===== src/rtl/crr_pkg.sv =====
package crr_pkg;

  typedef enum logic [1:0] {
    BLK_NONE  = 2'd0,
    BLK_CELL  = 2'd1,
    BLK_INNER = 2'd2,
    BLK_AREA  = 2'd3
  } blank_sel_e;

endpackage


===== src/rtl/crr_axis.sv =====
// One raster axis: position since restart, window entry, repeat/sub/index counters.
module crr_axis #(
  parameter int CELLS   = 24,
  parameter int CELL_SZ = 12,
  parameter int UNIT    = 4,
  parameter int OFS_W   = 6,
  parameter int POS_W   = 11,
  parameter int AREA    = 1400,
  parameter int IDX_W   = 5,
  parameter int SUB_W   = 4
) (
  input  logic             clk,
  input  logic             rst_n,
  input  logic             restart,
  input  logic             advance,
  input  logic [OFS_W-1:0] start_ofs,
  input  logic [1:0]       mag_sel,
  output logic             in_win,
  output logic             in_area,
  output logic [IDX_W-1:0] idx,
  output logic [SUB_W-1:0] sub
);

  localparam logic [POS_W-1:0] AREA_P   = POS_W'(AREA);
  localparam logic [SUB_W-1:0] SUB_LAST = SUB_W'(CELL_SZ - 1);
  localparam logic [IDX_W-1:0] IDX_LAST = IDX_W'(CELLS - 1);

  logic [POS_W-1:0] pos_q, pos_d, pos_inc, start_pos;
  logic             in_q, in_d;
  logic [SUB_W-1:0] sub_q, sub_d;
  logic [1:0]       rep_q, rep_d;
  logic [IDX_W-1:0] idx_q, idx_d;
  logic             upd_en;
  logic             last_rep, last_sub, last_idx;

  assign start_pos = POS_W'(start_ofs) * POS_W'(UNIT);
  assign pos_inc   = (pos_q == '1) ? pos_q : pos_q + 1'b1;
  assign last_rep  = (rep_q == mag_sel);
  assign last_sub  = (sub_q == SUB_LAST);
  assign last_idx  = (idx_q == IDX_LAST);
  assign upd_en    = restart | advance;

  always_comb begin
    pos_d = pos_q;
    in_d  = in_q;
    sub_d = sub_q;
    rep_d = rep_q;
    idx_d = idx_q;
    if (restart) begin
      pos_d = '0;
      in_d  = (start_pos == '0);
      sub_d = '0;
      rep_d = '0;
      idx_d = '0;
    end else if (advance) begin
      pos_d = pos_inc;
      if (in_q) begin
        if ((pos_inc >= AREA_P) || (last_rep && last_sub && last_idx)) begin
          in_d  = 1'b0;
          sub_d = '0;
          rep_d = '0;
          idx_d = '0;
        end else if (last_rep) begin
          rep_d = '0;
          if (last_sub) begin
            sub_d = '0;
            idx_d = idx_q + 1'b1;
          end else begin
            sub_d = sub_q + 1'b1;
          end
        end else begin
          rep_d = rep_q + 1'b1;
        end
      end else if ((pos_inc == start_pos) && (pos_inc < AREA_P)) begin
        in_d  = 1'b1;
        sub_d = '0;
        rep_d = '0;
        idx_d = '0;
      end
    end
  end

  always_ff @(posedge clk or negedge rst_n) begin
    if (!rst_n) begin
      pos_q <= '1;
      in_q  <= 1'b0;
      sub_q <= '0;
      rep_q <= '0;
      idx_q <= '0;
    end else if (upd_en) begin
      pos_q <= pos_d;
      in_q  <= in_d;
      sub_q <= sub_d;
      rep_q <= rep_d;
      idx_q <= idx_d;
    end
  end

  assign in_win  = in_q;
  assign in_area = (pos_q < AREA_P);
  assign idx     = idx_q;
  assign sub     = sub_q;

endmodule


===== src/rtl/crr_field.sv =====
// Field line counter with flywheel restart and interlace parity.
module crr_field #(
  parameter int FIELD_LINES = 313,
  parameter int LCNT_W      = 9
) (
  input  logic clk,
  input  logic rst_n,
  input  logic hsync,
  input  logic vsync,
  input  logic prog_scan,
  output logic v_restart,
  output logic v_advance
);

  localparam logic [LCNT_W-1:0] LONG_LAST  = LCNT_W'(FIELD_LINES - 1);
  localparam logic [LCNT_W-1:0] SHORT_LAST = LCNT_W'(FIELD_LINES - 2);

  logic [LCNT_W-1:0] lcnt_q, lcnt_d, last_line;
  logic              odd_q, odd_d;
  logic              wrap, upd_en;

  assign last_line = (prog_scan || odd_q) ? LONG_LAST : SHORT_LAST;
  assign wrap      = hsync && !vsync && (lcnt_q >= last_line);
  assign upd_en    = hsync | vsync;

  always_comb begin
    lcnt_d = lcnt_q;
    odd_d  = odd_q;
    if (vsync || wrap) begin
      lcnt_d = '0;
      odd_d  = ~odd_q;
    end else if (hsync) begin
      lcnt_d = lcnt_q + 1'b1;
    end
  end

  always_ff @(posedge clk or negedge rst_n) begin
    if (!rst_n) begin
      lcnt_q <= '0;
      odd_q  <= 1'b0;
    end else if (upd_en) begin
      lcnt_q <= lcnt_d;
      odd_q  <= odd_d;
    end
  end

  assign v_restart = vsync | wrap;
  assign v_advance = hsync;

endmodule


===== src/rtl/crr_blank.sv =====
// Blanking region select.
module crr_blank
  import crr_pkg::*;
#(
  parameter int CELL_W = 12,
  parameter int CELL_H = 18,
  parameter int PX_W   = 4,
  parameter int LN_W   = 5
) (
  input  blank_sel_e       mode,
  input  logic             active,
  input  logic [PX_W-1:0]  px,
  input  logic [LN_W-1:0]  ln,
  input  logic             h_area,
  input  logic             v_area,
  output logic             blank
);

  localparam logic [PX_W-1:0] PX_LAST = PX_W'(CELL_W - 1);
  localparam logic [LN_W-1:0] LN_LAST = LN_W'(CELL_H - 1);

  logic inner;

  assign inner = active && (px != '0) && (px != PX_LAST) &&
                 (ln != '0) && (ln != LN_LAST);

  always_comb begin
    unique case (mode)
      BLK_NONE:  blank = 1'b0;
      BLK_CELL:  blank = active;
      BLK_INNER: blank = inner;
      BLK_AREA:  blank = h_area && v_area;
      default:   blank = 1'b0;
    endcase
  end

endmodule


===== src/rtl/char_raster_addr.sv =====
module char_raster_addr
  import crr_pkg::*;
#(
  parameter int COLS        = 24,
  parameter int ROWS        = 12,
  parameter int CELL_W      = 12,
  parameter int CELL_H      = 18,
  parameter int OFS_W       = 6,
  parameter int H_UNIT      = 4,
  parameter int V_UNIT      = 2,
  parameter int H_AREA      = 1400,
  parameter int V_AREA      = 290,
  parameter int H_POS_W     = 11,
  parameter int V_POS_W     = 9,
  parameter int FIELD_LINES = 313,
  localparam int COL_W  = $clog2(COLS),
  localparam int ROW_W  = $clog2(ROWS),
  localparam int PX_W   = $clog2(CELL_W),
  localparam int LN_W   = $clog2(CELL_H),
  localparam int IDX_W  = $clog2(COLS * ROWS),
  localparam int LCNT_W = $clog2(FIELD_LINES + 1)
) (
  input  logic             clk,
  input  logic             rst_n,
  input  logic             hsync,
  input  logic             vsync,
  input  logic [OFS_W-1:0] h_start,
  input  logic [OFS_W-1:0] v_start,
  input  logic [1:0]       h_size,
  input  logic [1:0]       v_size,
  input  logic [1:0]       blank_mode,
  input  logic             prog_scan,
  output logic             disp_active,
  output logic [ROW_W-1:0] char_row,
  output logic [COL_W-1:0] char_col,
  output logic [PX_W-1:0]  cell_px,
  output logic [LN_W-1:0]  cell_ln,
  output logic [IDX_W-1:0] cell_index,
  output logic             blank_win
);

  logic [1:0] rst_pipe_q;
  logic       rst_sn;

  always_ff @(posedge clk or negedge rst_n) begin
    if (!rst_n) rst_pipe_q <= 2'b00;
    else        rst_pipe_q <= {rst_pipe_q[0], 1'b1};
  end
  assign rst_sn = rst_pipe_q[1];

  logic v_restart, v_advance;

  crr_field #(
    .FIELD_LINES(FIELD_LINES),
    .LCNT_W     (LCNT_W)
  ) u_field (
    .clk      (clk),
    .rst_n    (rst_sn),
    .hsync    (hsync),
    .vsync    (vsync),
    .prog_scan(prog_scan),
    .v_restart(v_restart),
    .v_advance(v_advance)
  );

  logic             h_in, h_area_in, v_in, v_area_in;
  logic [COL_W-1:0] h_idx;
  logic [PX_W-1:0]  h_sub;
  logic [ROW_W-1:0] v_idx;
  logic [LN_W-1:0]  v_sub;

  crr_axis #(
    .CELLS(COLS), .CELL_SZ(CELL_W), .UNIT(H_UNIT), .OFS_W(OFS_W),
    .POS_W(H_POS_W), .AREA(H_AREA), .IDX_W(COL_W), .SUB_W(PX_W)
  ) u_haxis (
    .clk      (clk),
    .rst_n    (rst_sn),
    .restart  (hsync),
    .advance  (1'b1),
    .start_ofs(h_start),
    .mag_sel  (h_size),
    .in_win   (h_in),
    .in_area  (h_area_in),
    .idx      (h_idx),
    .sub      (h_sub)
  );

  crr_axis #(
    .CELLS(ROWS), .CELL_SZ(CELL_H), .UNIT(V_UNIT), .OFS_W(OFS_W),
    .POS_W(V_POS_W), .AREA(V_AREA), .IDX_W(ROW_W), .SUB_W(LN_W)
  ) u_vaxis (
    .clk      (clk),
    .rst_n    (rst_sn),
    .restart  (v_restart),
    .advance  (v_advance),
    .start_ofs(v_start),
    .mag_sel  (v_size),
    .in_win   (v_in),
    .in_area  (v_area_in),
    .idx      (v_idx),
    .sub      (v_sub)
  );

  logic act;
  assign act = h_in && v_in;

  assign disp_active = act;
  assign char_row    = act ? v_idx : '0;
  assign char_col    = act ? h_idx : '0;
  assign cell_px     = act ? h_sub : '0;
  assign cell_ln     = act ? v_sub : '0;
  assign cell_index  = act ? (IDX_W'(v_idx) * IDX_W'(COLS) + IDX_W'(h_idx)) : '0;

  crr_blank #(
    .CELL_W(CELL_W), .CELL_H(CELL_H), .PX_W(PX_W), .LN_W(LN_W)
  ) u_blank (
    .mode  (blank_sel_e'(blank_mode)),
    .active(act),
    .px    (cell_px),
    .ln    (cell_ln),
    .h_area(h_area_in),
    .v_area(v_area_in),
    .blank (blank_win)
  );

endmodule


===== config.mk =====
export PLATFORM = sky130hd
export DESIGN_NAME = char_raster_addr
export DESIGN_NICKNAME = d
export VERILOG_FILES = /design/src/rtl/crr_pkg.sv /design/src/rtl/crr_axis.sv /design/src/rtl/crr_field.sv /design/src/rtl/crr_blank.sv /design/src/rtl/char_raster_addr.sv
export SDC_FILE = /design/constraint.sdc
export NUM_CORES = 1
export LEC_CHECK = 0
export BUFFER_PORTS_ARGS = -buffer_cell sky130_fd_sc_hd__buf_2
export CORE_AREA = 2 2 119 121
export CTS_BUF_LIST = sky130_fd_sc_hd__clkbuf_4 sky130_fd_sc_hd__clkbuf_8 sky130_fd_sc_hd__clkbuf_16
export CTS_CLUSTER_SIZE = 8
export DETAILED_ROUTE_END_ITERATION = 16
export DIE_AREA = 0 0 121 123
export HOLD_SLACK_MARGIN = 0.06
export PLACE_DENSITY = 0.53
export SLEW_MARGIN = 0
export SYNTH_ARGS = -nofsm -noshare
export SYNTH_HDL_FRONTEND = slang
export SYNTH_SLANG_ARGS = --single-unit

===== constraint.sdc =====
create_clock -name clk -period 5.3 [get_ports clk]
set_input_delay 0 -clock clk [delete_from_list [all_inputs] [get_ports clk]]
set_output_delay 0 -clock clk [all_outputs]
set_load 0.005 [all_outputs]

# --- Yosys cells after proc, flatten, opt, wreduce, memory -nomap -nowiden ---
# Index checks and enable logic that the tools add are counted.
word_totals:
  out_inout_bits: 29
  register_bits: 56
  wordCells: 150
  inputBits: 23
classes:
  magnitude_cmp: 7
  n_mul: 1
  add_sub_neg: 10
  n_reduce_logical: 36
  muxes: 60
  n_eq_ne: 19
  n_bitwise: 4
op_table:
  columns: ["cell", "count"]
  rows:
  - ["5-bit 2-to-1 mux", 15]
  - ["4-bit 2-to-1 mux", 16]
  - ["9-bit 2-to-1 mux", 6]
  - ["11-bit < comparator (second input constant)", 2]
  - ["11-bit 2-to-1 mux", 2]
  - ["2-bit 2-to-1 mux", 11]
  - ["9-bit by 1-bit adder with 9-bit output (second input constant)", 2]
  - ["9-bit < comparator (second input constant)", 2]
  - ["1-bit logical AND", 14]
  - ["4-bit inequality test (second input constant)", 3]
  - ["11-bit by 1-bit adder with 11-bit output (second input constant)", 1]
  - ["11-bit equality test (second input constant)", 1]
  - ["11-bit by 8-bit equality test with 1-bit output", 1]
  - ["11-bit >= comparator (second input constant)", 1]
  - ["11-bit zero test", 1]
  - ["5-bit by 1-bit adder with 5-bit output (second input constant)", 2]
  - ["5-bit equality test (second input constant)", 2]
  - ["9-bit by 5-bit adder with 9-bit output", 1]
  - ["9-bit by 7-bit equality test with 1-bit output", 1]
  - ["9-bit equality test (second input constant)", 1]
  - ["9-bit >= comparator", 1]
  - ["9-bit >= comparator (second input constant)", 1]
  - ["9-bit zero test", 1]
  - ["1-bit 2-to-1 mux", 9]
  - ["other kinds (23)", 40]

# --- Depth between registers and ports, before layout ---
# Gate-level depths: netlist of run 1.
depth:
  depth_word: 8
  ltp_mapped: 11
  mapped_depth_nobuf: 10

# --- By module ---
# From an unflattened synthesis of run 1, not the netlist that was laid out.
unflattened:
  hier_cells: 583
  hier_area_um2: 4934.7
by_module_without_submodules:
  columns: ["mod", "n_inst", "seq_area_each_um2", "area_each_um2", "cells_each"]
  rows:
  - ["crr_axis (u_haxis)", 1, 589.3, 1993.2, 231]
  - ["crr_axis (u_vaxis)", 1, 536.8, 1731.7, 209]
  - ["crr_field", 1, 250.2, 624.3, 64]
  - ["char_raster_addr", 1, 50.0, 524.3, 69]
  - ["crr_blank", 1, 0.0, 61.3, 10]

# --- Worst setup path after synthesis of run 1 ---
# No wires, ideal clock.
synth_timing:
  path_kind: "register to register"
  start: "register u_field.odd_q"
  end: "register u_vaxis.sub_q[0], in the netlist u_vaxis.sub[0]"
  t_required_ns: 5.172
  setup_ns: 0.128
  stages_incl_launch_ff: 12
  t_arrival_ns: 2.650
  setup_slack_ns: 2.522
  n_path_buf: 1
  path_cell_list: "dfrtp_1 > or2_2 > inv_1 > ha_1 > nand2b_1 > a211oi_1 > o21ai_0 > a21o_1 > or2_2 > clkbuf_1 > o21ai_1 > mux2_1"
synth_via:
  elab_chain_len: 7
synth_rtl:
  columns: ["item", "line_no", "text"]
  rows:
  - ["start: declaration", "crr_field.sv:19", "logic odd_q, odd_d;"]
  - ["start signal: assignment", "crr_field.sv:40", "odd_q <= 1'b0;"]
  - ["start signal: assignment", "crr_field.sv:43", "odd_q <= odd_d;"]
  - ["1-bit logical OR *", "crr_field.sv:22", "assign last_line = (prog_scan || odd_q) ? LONG_LAST : SHORT_LAST;"]
  - ["4-bit 2-to-1 mux *", "crr_field.sv:22", null]
  - ["9-bit >= comparator *", "crr_field.sv:23", "assign wrap = hsync && !vsync && (lcnt_q >= last_line);"]
  - ["1-bit logical AND *", "crr_field.sv:23", null]
  - ["1-bit bitwise OR *", "crr_field.sv:47", "assign v_restart = vsync | wrap;"]
  - ["4-bit by 3-bit inequality test with 1-bit output (no source line), or another cell as far along", null, null]
  - ["4-bit AND reduction (no source line)", null, null]
  - ["end signal: assignment", "crr_axis.sv:93", "sub_q <= sub_d;"]
  - ["end: declaration", "crr_axis.sv:30", "logic [SUB_W-1:0] sub_q, sub_d;"]
# Mark *: on every way between the ends. The rest lies on a longest branch, timed or not.
# A chain may end at the register's enable or synchronous reset.

# --- Worst setup path after layout of run 1 ---
layout_timing:
  start: "register u_vaxis.pos_q[1]"
  end: "register u_vaxis.sub_q[1], in the netlist u_vaxis.sub[1]"
layout_via:
  elab_chain_len: 8
layout_rtl:
  columns: ["item", "line_no", "text"]
  rows:
  - ["start: declaration", "crr_axis.sv:28", "logic [POS_W-1:0] pos_q, pos_d, pos_inc, start_pos;"]
  - ["start signal: assignment", "crr_axis.sv:91", "pos_q <= pos_d;"]
  - ["9-bit by 1-bit adder with 9-bit output or 9-bit equality test (tied branches)", "crr_axis.sv:37", "assign pos_inc = (pos_q == '1) ? pos_q : pos_q + 1'b1;"]
  - ["9-bit 2-to-1 mux *", "crr_axis.sv:37", null]
  - ["9-bit >= comparator", "crr_axis.sv:58", "if ((pos_inc >= AREA_P) || (last_rep && last_sub && last_idx)) begin"]
  - ["1-bit logical OR", "crr_axis.sv:58", null]
  - ["5-bit 2-to-1 mux", "crr_axis.sv:58", null]
  - ["5-bit 2-to-1 mux", "crr_axis.sv:57", "if (in_q) begin"]
  - ["5-bit 2-to-1 mux", "crr_axis.sv:55", "end else if (advance) begin"]
  - ["5-bit 2-to-1 mux", "crr_axis.sv:49", "if (restart) begin"]
# Mark *: on every way between the ends. The rest lies on a longest branch, timed or not. The select of a mux whose other input is x is not followed.

==> impl_metrics.csv, run 1 <==
group,metric,value,unit
detailed_routing,vias,4208,
detailed_routing,wl,12.07,mm
die,row_count,43,
final_layout,regArea,0.001428,mm²
place,hpwl,8.758,mm
detailed_routing,drt_iter0_drc,390,
place,place_congestion,0.9021,
detailed_routing,drtPass1Iterations,4,
timing,finalCriticalPeriod,3.550,ns
min_path,hold_path.class,"in -> reg",
min_path,hold_end,"u_field.odd_q",
logic_synthesis,synth-compound-area-share,0.2290,
min_path,hold_depth,3,
worst_setup_path,start_kind,"register",
logic_synthesis,synth_xor_area_frac,0.05233,
worst_setup_path,cp_data_arrival_time,3.73,ns
timing,setup_viol,0,
global_routing,grt_pass1_vias,3896,
die,ios,52,
timing,fin_tns_setup,0,ns
logic_synthesis,yosysWarnings,0,
power,p_leak,2.109,nW
worst_setup_path,cp-startpoint,"u_vaxis.pos_q[1]",
clocking,cts_buffer_depth,2,
job,maxCapViolCount,0,
logic_synthesis,synth_edf_count,0,
logic_synthesis,yosys.cell_types.count,78,
place,port_buffers,51,
clocking,htreeDepth,2,
detailed_routing,wl_per_cell,16.22,µm
logic_synthesis,synth-adder-area-share,0.06146,
final_layout,fillers,1391,
logic_synthesis,ys_seq_area_frac,0.3156,
logic_synthesis,synth.area.mux_share,0.01163,
clocking,clk-insertion-delay-late,0.30,ns
timing,worst_pin_slew,0.8321,ns
worst_setup_path,reg2reg_depth,8,
worst_setup_path,worstSetupPathType,"reg -> reg",
global_routing,overflow,0,
power,powerDensity,194.3,mW/mm²
global_routing,antenna_found_initial,0,
final_layout,area_delta_synth_final,10.13,%
logic_synthesis,synthFlopType,"dfrtp_1",
global_routing,grt_max_degree,55,
clocking,tritoncts,"yes",
timing,relSlewSlack,0.4453,
logic_synthesis,syn_nets,578,
min_path,hp-start,"vsync",
global_routing,grt_pass1_wl,19.75,mm
detailed_routing,routed_via_density,5.656,
final_layout,n_antenna_cell,0,
clocking,cts.sinks,56,
clocking,cts.clk_slew.worst_paths,0.08,ns
worst_setup_path,r2r_end,"u_vaxis.sub[1]",
logic_synthesis,synth_top_area_frac,0.1993,
timing,fin_worst_skew,0.004640,ns
clocking,cts_resized,0,
timing,post-route-period-util,0.6698,
power,design_power_total,967.2,µW
logic_synthesis,syn_inst,534,
timing,slew_viol_final,0,
final_layout,multi_input_area,0.002803,mm²
logic_synthesis,synth_area_leaders,"dfrtp_1 20%, dfstp_2 12%, ha_1 5.3%",
run_status,status,"finished, final reports clean",
clocking,cts_root_buffer,"clkbuf_16",
clocking,cts_setup_buffers,0,
final_layout,drive_above_1_share,0.1879,
logic_synthesis,synth.avg_cell_area,8.463,µm²
die,die_w,121,µm
logic_synthesis,synth_top_family_by_area,"simple AND/OR/NAND/NOR gates",
die,die_area,0.01488,mm²
die,core,0.01361,mm²
worst_setup_path,r2r-start,"u_vaxis.pos_q[1]",
detailed_routing,drtAntennaViolNets,0,
worst_setup_path,worstSetupEndpointType,"register",
power,ir_drop,0.0001531,V
logic_synthesis,yosys.cell_count.top_type,"nor2_1",
logic_synthesis,synth_top_area_cell,"dfrtp_1",
timing,fmax,0.2817,GHz
global_routing,track_usage,0.1622,
logic_synthesis,postSynth.asyncResetShare,1.000,
timing,rsz0062_at_grt,"no",
clocking,cts_made_buffers,5,
die,die_h,123,µm
logic_synthesis,synth_area,0.004519,mm²
worst_setup_path,cp.required,5.48,ns
final_layout,final_nets,607,
worst_setup_path,path_max_fanout,15,
logic_synthesis,synthTopCellsByCount,"51 x nor2_1, 36 x dfrtp_1, 34 x nand2_1",
die,initial_core_util,0.3320,
logic_synthesis,synth-seq-cells,56,
logic_synthesis,synth_simple_gate_area_share,0.2650,
timing,hold_viol_final,0,
worst_setup_path,r2r_slack,1.75,ns
detailed_routing,drc,0,
-- registers in the layout, summed over array words and instances (netlist names) --
register,count
u_haxis.pos_q,11
u_field.lcnt_q,9
u_vaxis.pos_q,9
u_haxis.idx,5
u_vaxis.sub,5
u_haxis.sub,4
u_vaxis.idx,4
rst_pipe_q,2
u_haxis.rep_q,2
u_vaxis.rep_q,2
u_field.odd_q,1
u_haxis.in_win,1
u_vaxis.in_win,1
-- routing by layer --
layer  GRT usage  vias up  wire length (µm)
met2      0.2633      130              5695
li1            -     2046                 -
met3     0.02491       16               531
met5           0        -                 0
met1      0.2250     2016              5680
met4     0.04360        0               157
-- power by group --
| part | internal (mW) | leakage (nW) | switching (mW) | total, mW |
|---|---|---|---|---|
| sequential | 0.445 | 0.695 | 0.0267 | 0.472 |
| clock | 0.180 | 0.0719 | 0.170 | 0.350 |
| combinational | 0.0591 | 1.34 | 0.0866 | 0.146 |
-- layout by cell type (no fill, tap or decap), drive strengths merged, types with 6 or more instances in the layout --
cell type / instances
dfrtp: 36
dfstp: 20
a21oi: 29
nand4: 17
nor4: 8
xor2: 17
a22o: 7
nor4b: 6
or3: 6
and2: 6
a31oi: 15
a21o: 7
nand2b: 8
a211oi: 9
o21ai: 26
nor3: 15
nor2: 51
ha: 19
inv: 23
buf: 52
xnor2: 10
nand3: 23
o22ai: 6
o21a: 6
nand2: 34
and3: 25
-- timing repair --
item | in CTS | in global routing
setup endpoints to repair | 0 | 0
endpoints found under the hold margin | 2 | 0
hold buffers | 2 | 0
-- final cells by class --
type	instances	area share
Timing Repair Buffer	54	0.05681
Tap cell	180	0.04525
Inverter	23	0.01735
Sequential cell	56	0.2868
Clock inverter	3	0.005530
Clock buffer	5	0.02514
Multi-Input combinational cell	423	0.5631
-- how the worst max path moves through the flow --
stage / to / slack, ns
2_1_floorplan: u_vaxis.sub[0] / 2.52
3_3_place_gp: u_vaxis.sub[1] / 1.87
3_5_place_dp: u_vaxis.sub[0] / 1.77
4_1_cts: u_vaxis.sub[0] / 1.77
5_1_grt: u_vaxis.sub[0] / 1.43
6_report: u_vaxis.sub[1] / 1.75
-- cells by family after synthesis --
kind of cell / after synthesis
buf+inv: 55
flops: 56
fa+ha+maj: 21
xor+xnor: 27
compound gates: 148
mux: 5
other cells: 1
simple gates: 221
-- stage by stage --
step / cell area [µm²] / setup WS [ns] / utilization / hold WS, ns / instances
after CTS: 4977 / 1.768 / 0.3657 / 0.06263 / 744
final: 4977 / 1.750 / 0.3657 / 0.07121 / 744
after floorplan: 4519 / 2.522 / - / -0.2956 / 534
after global routing: 4977 / 1.432 / 0.3657 / 0.09047 / 744
after detailed placement: 4805 / 1.774 / 0.3530 / -0.2133 / 734
after global placement: 4805 / 1.868 / 0.3530 / -0.2132 / 734
-- worst max-delay path, stage by stage, from the launching register on --
cell,delay [ns]
dfstp_2,0.61
ha_1,0.33
and4_1,0.45
a41oi_1,0.16
a211oi_1,0.26
o2111ai_1,0.18
o32ai_2,0.77
o21ai_1,0.30
mux2_1,0.38
Note: power is estimated with default switching activity, not from simulation.
==> run 2, diff against run 1 <==
--- a/config.mk
+++ b/config.mk
@@ -12,7 +12,7 @@
 export DETAILED_ROUTE_END_ITERATION = 16
 export DIE_AREA = 0 0 121 123
 export HOLD_SLACK_MARGIN = 0.06
-export PLACE_DENSITY = 0.53
+export PLACE_DENSITY = 0.55
 export SLEW_MARGIN = 0
 export SYNTH_ARGS = -nofsm -noshare
 export SYNTH_HDL_FRONTEND = slang
==> constraint.sdc (replaced) <==
create_clock -name clk -period 3 [get_ports clk]
set_input_delay 0 -clock clk [delete_from_list [all_inputs] [get_ports clk]]
set_output_delay 0 -clock clk [all_outputs]
set_load 0.005 [all_outputs]
==> run 2 against run 1 <==
  * Flip-flop and latch count did not move
  * Core utilization rose by 0.70 points
  * Non-clock buffer count rose by 11
  * Combinational power grew 82%
  * Clock skew up 0.0020 ns
==> impl_metrics.csv, run 2 (synthesis gave the netlist of run 1 again) <==
group,metric,value,unit
run_status,status,"finished, final reports clean",
min_path,hp-start,"hsync",
global_routing,grt_max_degree,36,
power,design_power_total,1.697,mW
worst_setup_path,reg2reg_depth,8,
timing,worst_pin_slew,0.7093,ns
place,post-place-cells,745,
final_layout,finalNonFillerCells,755,
clocking,clk-insertion-delay-late,0.30,ns
die,row_count,43,
place,place_congestion,0.8858,
timing,relSlewSlack,0.5254,
power,switchingPower,488.4,µW
global_routing,grt_pass1_vias,4102,
worst_setup_path,cp-startpoint,"u_haxis.pos_q[0]",
worst_setup_path,worstSetupPathType,"reg -> reg",
detailed_routing,drtAntennaViolNets,0,
worst_setup_path,path_cells,"ha_1, and3_4, nand3_1, a32o_1, nor4_1, nand4_1, and2_4, a211o_1",
worst_setup_path,r2r_slack,0.09,ns
final_layout,layout_common_cells,"51 x nor2_1, 51 x buf_2, 35 x dfrtp_1, 34 x nand2_1, 29 x a21oi_1",
power,powerDensity,334.5,mW/mm²
place,hpwl,9.018,mm
place,place_area,0.004887,mm²
worst_setup_path,cp_slowest_cell,"dfstp_2",
die,die_w,121,µm
worst_setup_path,r2r-start,"u_haxis.pos_q[0]",
timing,finalCriticalPeriod,2.913,ns
global_routing,antenna_found_initial,0,
detailed_routing,drt_iter0_drc,450,
power,p_int,1.208,mW
final_layout,biggestRegsByFlops,"u_haxis.pos_q x11, u_field.lcnt_q x9, u_vaxis.pos_q x9",
job,maxCapViolCount,0,
timing,hold_viol_final,0,
detailed_routing,wl,12.22,mm
final_layout,n_antenna_cell,0,
clocking,cts_made_buffers,5,
final_layout,fin_area,0.005072,mm²
timing,fin_tns_setup,0,ns
detailed_routing,wl_per_cell,16.18,µm
timing,post-route-period-util,0.9709,
die,ios,52,
place,port_buffers,51,
die,initial_core_util,0.3320,
timing,fmax,0.3433,GHz
global_routing,overflow,0,
power,combinationalPowerShare,0.156,
final_layout,top_register,"u_haxis.pos_q",
timing,slew_viol_final,0,
final_layout,regArea,0.001428,mm²
worst_setup_path,worstSetupEndpointType,"register",
clocking,cts_setup_buffers,0,
min_path,hold_path.class,"in -> reg",
timing,setup_viol,0,
final_layout,drive_above_1_share,0.2070,
power,power_frac_clock,0.350,
worst_setup_path,cp.required,3.19,ns
worst_setup_path,cp_data_arrival_time,3.10,ns
final_layout,area_delta_synth_final,12.24,%
power,swShare,0.2879,
final_layout,fillers,1395,
die,die_area,0.01488,mm²
detailed_routing,drtPass1Iterations,5,
final_layout,final_nets,618,
global_routing,track_usage,0.1672,
clocking,cts_buffer_depth,2,
final_layout,multi_input_area,0.002824,mm²
die,die_h,123,µm
detailed_routing,drc,0,
timing,rsz0062_at_grt,"no",
detailed_routing,routed_via_density,5.698,
timing,fin_worst_skew,0.006670,ns
clocking,htreeDepth,2,
power,p_leak,2.172,nW
worst_setup_path,path_max_fanout,12,
die,core,0.01361,mm²
final_layout,largest_reg_flops,11,
global_routing,grt_pass1_wl,20.31,mm
clocking,tritoncts,"yes",
clocking,cts_root_buffer,"clkbuf_16",
detailed_routing,vias,4302,
worst_setup_path,max_stage_delay,0.63,ns
power,ir_drop,0.0002062,V
clocking,cts.clk_slew.worst_paths,0.08,ns
min_path,hold_depth,2,
worst_setup_path,start_kind,"register",
clocking,cts.sinks,56,
power,p_seq_frac,0.494,
-- run 2: layer usage --
layer | part of all wire | global-route usage
met1 | 0.45 | 0.2294
met2 | 0.48 | 0.2735
met3 | 0.056 | 0.02814
met4 | 0.013 | 0.04360
met5 | 0 | 0
-- run 2: power by group through the flow --
| stage | logic [mW] | registers (mW) | clock network [mW] |
|---|---|---|---|
| 5_1_grt | 0.300 | 0.845 | 0.650 |
| 2_1_floorplan | 0.183 | 0.835 | 0 |
| 3_5_place_dp | 0.258 | 0.852 | 0 |
| 3_3_place_gp | 0.253 | 0.849 | 0 |
| 6_report | 0.265 | 0.838 | 0.593 |
| 4_1_cts | 0.262 | 0.838 | 0.621 |
-- run 2: what timing repair did --
action | in CTS | in global routing
hold endpoints to repair | 2 | 0
resized for setup | 0 | 3
endpoints found under the setup margin | 0 | 6
hold buffers | 2 | 0
-- run 2: worst max-delay path, delay by kind of cell, from the launching register on --
family / cells / cell delay (ns)
AOI/OAI and AO/OA: 2 / 0.58
adders and majority gates: 1 / 0.23
DFF: 1 / 0.63
and+or+nand+nor: 5 / 1.36
-- run 2: cell type report --
class | count | share of cell area
clock buffer | 5 | 0.02467
sequential | 56 | 0.2815
clock inverter | 3 | 0.003700
multi-input combinational | 423 | 0.5567
tap | 180 | 0.04440
inverter | 23 | 0.01702
timing repair buffer | 65 | 0.07203
-- run 2: path summary, 6_finish.rpt --
path,end
setup reg to reg,u_haxis.idx[3]
setup / recovery,u_haxis.idx[3]
min in group asynchronous,u_field.lcnt_q[2]
hold / removal,u_haxis.pos_q[10]
max in group asynchronous,u_haxis.pos_q[4]
hold reg to reg,u_field.lcnt_q[2]
-- run 2: stage by stage --
stage	util	hold WS, ns	worst slack (ns)
floorplan	-	-0.2956	0.2220
global placement	0.3590	-0.2145	0.2244
finish	0.3726	0.07148	0.08726
detailed placement	0.3590	-0.2133	0.1705
global route	0.3726	0.09035	0.0007352
CTS	0.3711	0.07168	0.1612
==> run 3, diff against run 2 <==
--- a/config.mk
+++ b/config.mk
@@ -12,7 +12,6 @@
 export DETAILED_ROUTE_END_ITERATION = 16
 export DIE_AREA = 0 0 121 123
 export HOLD_SLACK_MARGIN = 0.06
-export PLACE_DENSITY = 0.55
 export SLEW_MARGIN = 0
 export SYNTH_ARGS = -nofsm -noshare
 export SYNTH_HDL_FRONTEND = slang
==> run 3 against run 2 <==
  * Wire length fell by 1.1%
  * Combinational power rose by 3%
  * Fmax rose by 1.9%
  * Clock power rose by 30%
  * Cell count rose by 0.13%
==> impl_metrics.csv, run 3 (synthesis gave the netlist of run 1 again) <==
group,metric,value,unit
run_status,status,"finished, final reports clean",
detailed_routing,vias,4290,
worst_setup_path,cp_data_arrival_time,3.04,ns
final_layout,final_nets,619,
place,post-place-cells,746,
clocking,cts_made_buffers,5,
final_layout,top_register,"u_haxis.pos_q",
clocking,htreeDepth,2,
detailed_routing,routed_via_density,5.675,
detailed_routing,drc,0,
final_layout,postLayoutCoreUtil,0.3767,
die,row_count,43,
worst_setup_path,worstSetupPathType,"reg -> reg",
die,initial_core_util,0.3320,
timing,post-route-period-util,0.9529,
worst_setup_path,cp.required,3.18,ns
timing,rsz0062_at_grt,"no",
place,dp_worst_setup_slack,0.06740,ns
place,place_area,0.004895,mm²
worst_setup_path,path_cells,"ha_1, and3_4, nand3_1, a32o_1, nor4_1, nand4_1, and2_4, a211o_1",
worst_setup_path,reg2reg_depth,8,
global_routing,grt_pass1_wl,19.65,mm
min_path,hold_end,"u_haxis.pos_q[10]",
min_path,hold_path.class,"in -> reg",
final_layout,largest_reg_flops,11,
global_routing,antenna_found_initial,0,
die,core,0.01361,mm²
final_layout,drive_above_1_share,0.2101,
clocking,cts_setup_buffers,0,
die,die_area,0.01488,mm²
detailed_routing,drt_iter0_drc,301,
power,design_power_total,1.871,mW
final_layout,area_delta_synth_final,13.46,%
detailed_routing,drtAntennaViolNets,0,
job,maxCapViolCount,0,
detailed_routing,drtPass1Iterations,5,
timing,hold_viol_final,0,
worst_setup_path,cp_slowest_cell,"dfstp_2",
timing,worst_pin_slew,0.7349,ns
clocking,cts.sinks,56,
clocking,clk-insertion-delay-late,0.30,ns
timing,setup_ws,0.1414,ns
timing,fmax,0.3498,GHz
final_layout,biggestRegsByFlops,"u_haxis.pos_q x11, u_field.lcnt_q x9, u_vaxis.pos_q x9",
die,die_w,121,µm
final_layout,final_common_cell,"buf_2",
final_layout,layout_common_cells,"51 x buf_2, 50 x nor2_1, 35 x dfrtp_1, 34 x nand2_1, 29 x a21oi_1",
final_layout,finalNonFillerCells,756,
timing,slew_viol_final,0,
die,ios,52,
global_routing,grt_max_degree,32,
power,p_leak,2.194,nW
detailed_routing,wl,12.09,mm
place,hpwl,8.991,mm
worst_setup_path,r2r_slack,0.14,ns
die,die_h,123,µm
clocking,cts_root_buffer,"clkbuf_16",
min_path,hp-start,"hsync",
timing,finalCriticalPeriod,2.859,ns
place,port_buffers,51,
clocking,tritoncts,"yes",
power,p_int,1.389,mW
timing,setup_viol,0,
place,place_congestion,0.9327,
power,power_frac_clock,0.411,
timing,relSlewSlack,0.5083,
min_path,hold_depth,2,
worst_setup_path,max_stage_delay,0.64,ns
final_layout,fin_area,0.005127,mm²
detailed_routing,wl_per_cell,15.99,µm
global_routing,grt_pass1_vias,3941,
global_routing,overflow,0,
worst_setup_path,r2r-start,"u_haxis.pos_q[0]",
power,combinationalPowerShare,0.145,
worst_setup_path,path_max_fanout,12,
global_routing,track_usage,0.1612,
power,switchingPower,482.5,µW
power,swShare,0.2578,
power,p_seq_frac,0.443,
worst_setup_path,start_kind,"register",
timing,fin_worst_skew,0.005834,ns
timing,hold_slack,0.07693,ns
final_layout,n_antenna_cell,0,
worst_setup_path,worstSetupEndpointType,"register",
timing,fin_tns_setup,0,ns
clocking,cts_buffer_depth,2,
worst_setup_path,r2r_end,"u_haxis.sub[3]",
power,powerDensity,365.0,mW/mm²
clocking,cts.clk_slew.worst_paths,0.08,ns
power,ir_drop,0.0002168,V
==> run 3: what timing repair did <==
action | CTS | global route
hold buffers | 2 | 0
resized for setup | 0 | 4
endpoints found under the hold margin | 2 | 0
endpoints found under the setup margin | 0 | 10
==> run 3: layout make-up <==
type | instances | area, µm²
tap | 180 | 225.2
sequential | 56 | 1428
timing repair buffer | 66 | 372.9
clock inverter | 2 | 60.06
fill | 1407 | 8484
multi-input combinational | 423 | 2823
inverter | 23 | 86.33
clock buffer | 6 | 132.6
==> run 3: routing by layer <==
| layer | share of wire | up-vias | global-route usage |
|---|---|---|---|
| met2 | 0.47 | 121 | 0.2633 |
| met1 | 0.47 | 2064 | 0.2270 |
| met3 | 0.049 | 18 | 0.02352 |
| li1 | - | 2087 | - |
| met5 | 0 | - | 0 |
| met4 | 0.010 | 0 | 0.03416 |
==> run 3: power groups by stage <==
stage,Combinational (mW),Clock [mW],Sequential (mW)
final,0.272,0.769,0.830
after global routing,0.309,0.812,0.837
after CTS,0.271,0.789,0.830
after detailed placement,0.268,0,0.844
after global placement,0.262,0,0.841
after floorplan,0.183,0,0.835
==> run 3: how the worst max path moves through the flow <==
stage | from | to | slack, ns | cells after the start
after floorplan | u_field.odd_q | u_vaxis.sub[0] | 0.22 | 11
after global placement | u_haxis.pos_q[0] | u_haxis.sub[3] | 0.17 | 8
after detailed placement | u_vaxis.pos_q[1] | u_vaxis.sub[0] | 0.07 | 8
after CTS | u_vaxis.pos_q[0] | u_vaxis.sub[0] | 0.05 | 8
after global routing | u_haxis.pos_q[0] | u_haxis.sub[3] | 0.03 | 8
final | u_haxis.pos_q[0] | u_haxis.sub[3] | 0.14 | 8
==> run 3: worst max-delay path, delay by kind of cell, from the launching register on <==
kind,cells,cell delay (ns)
simple gates,5,1.31
flops,1,0.64
compound gates,2,0.58
fa+ha+maj,1,0.22
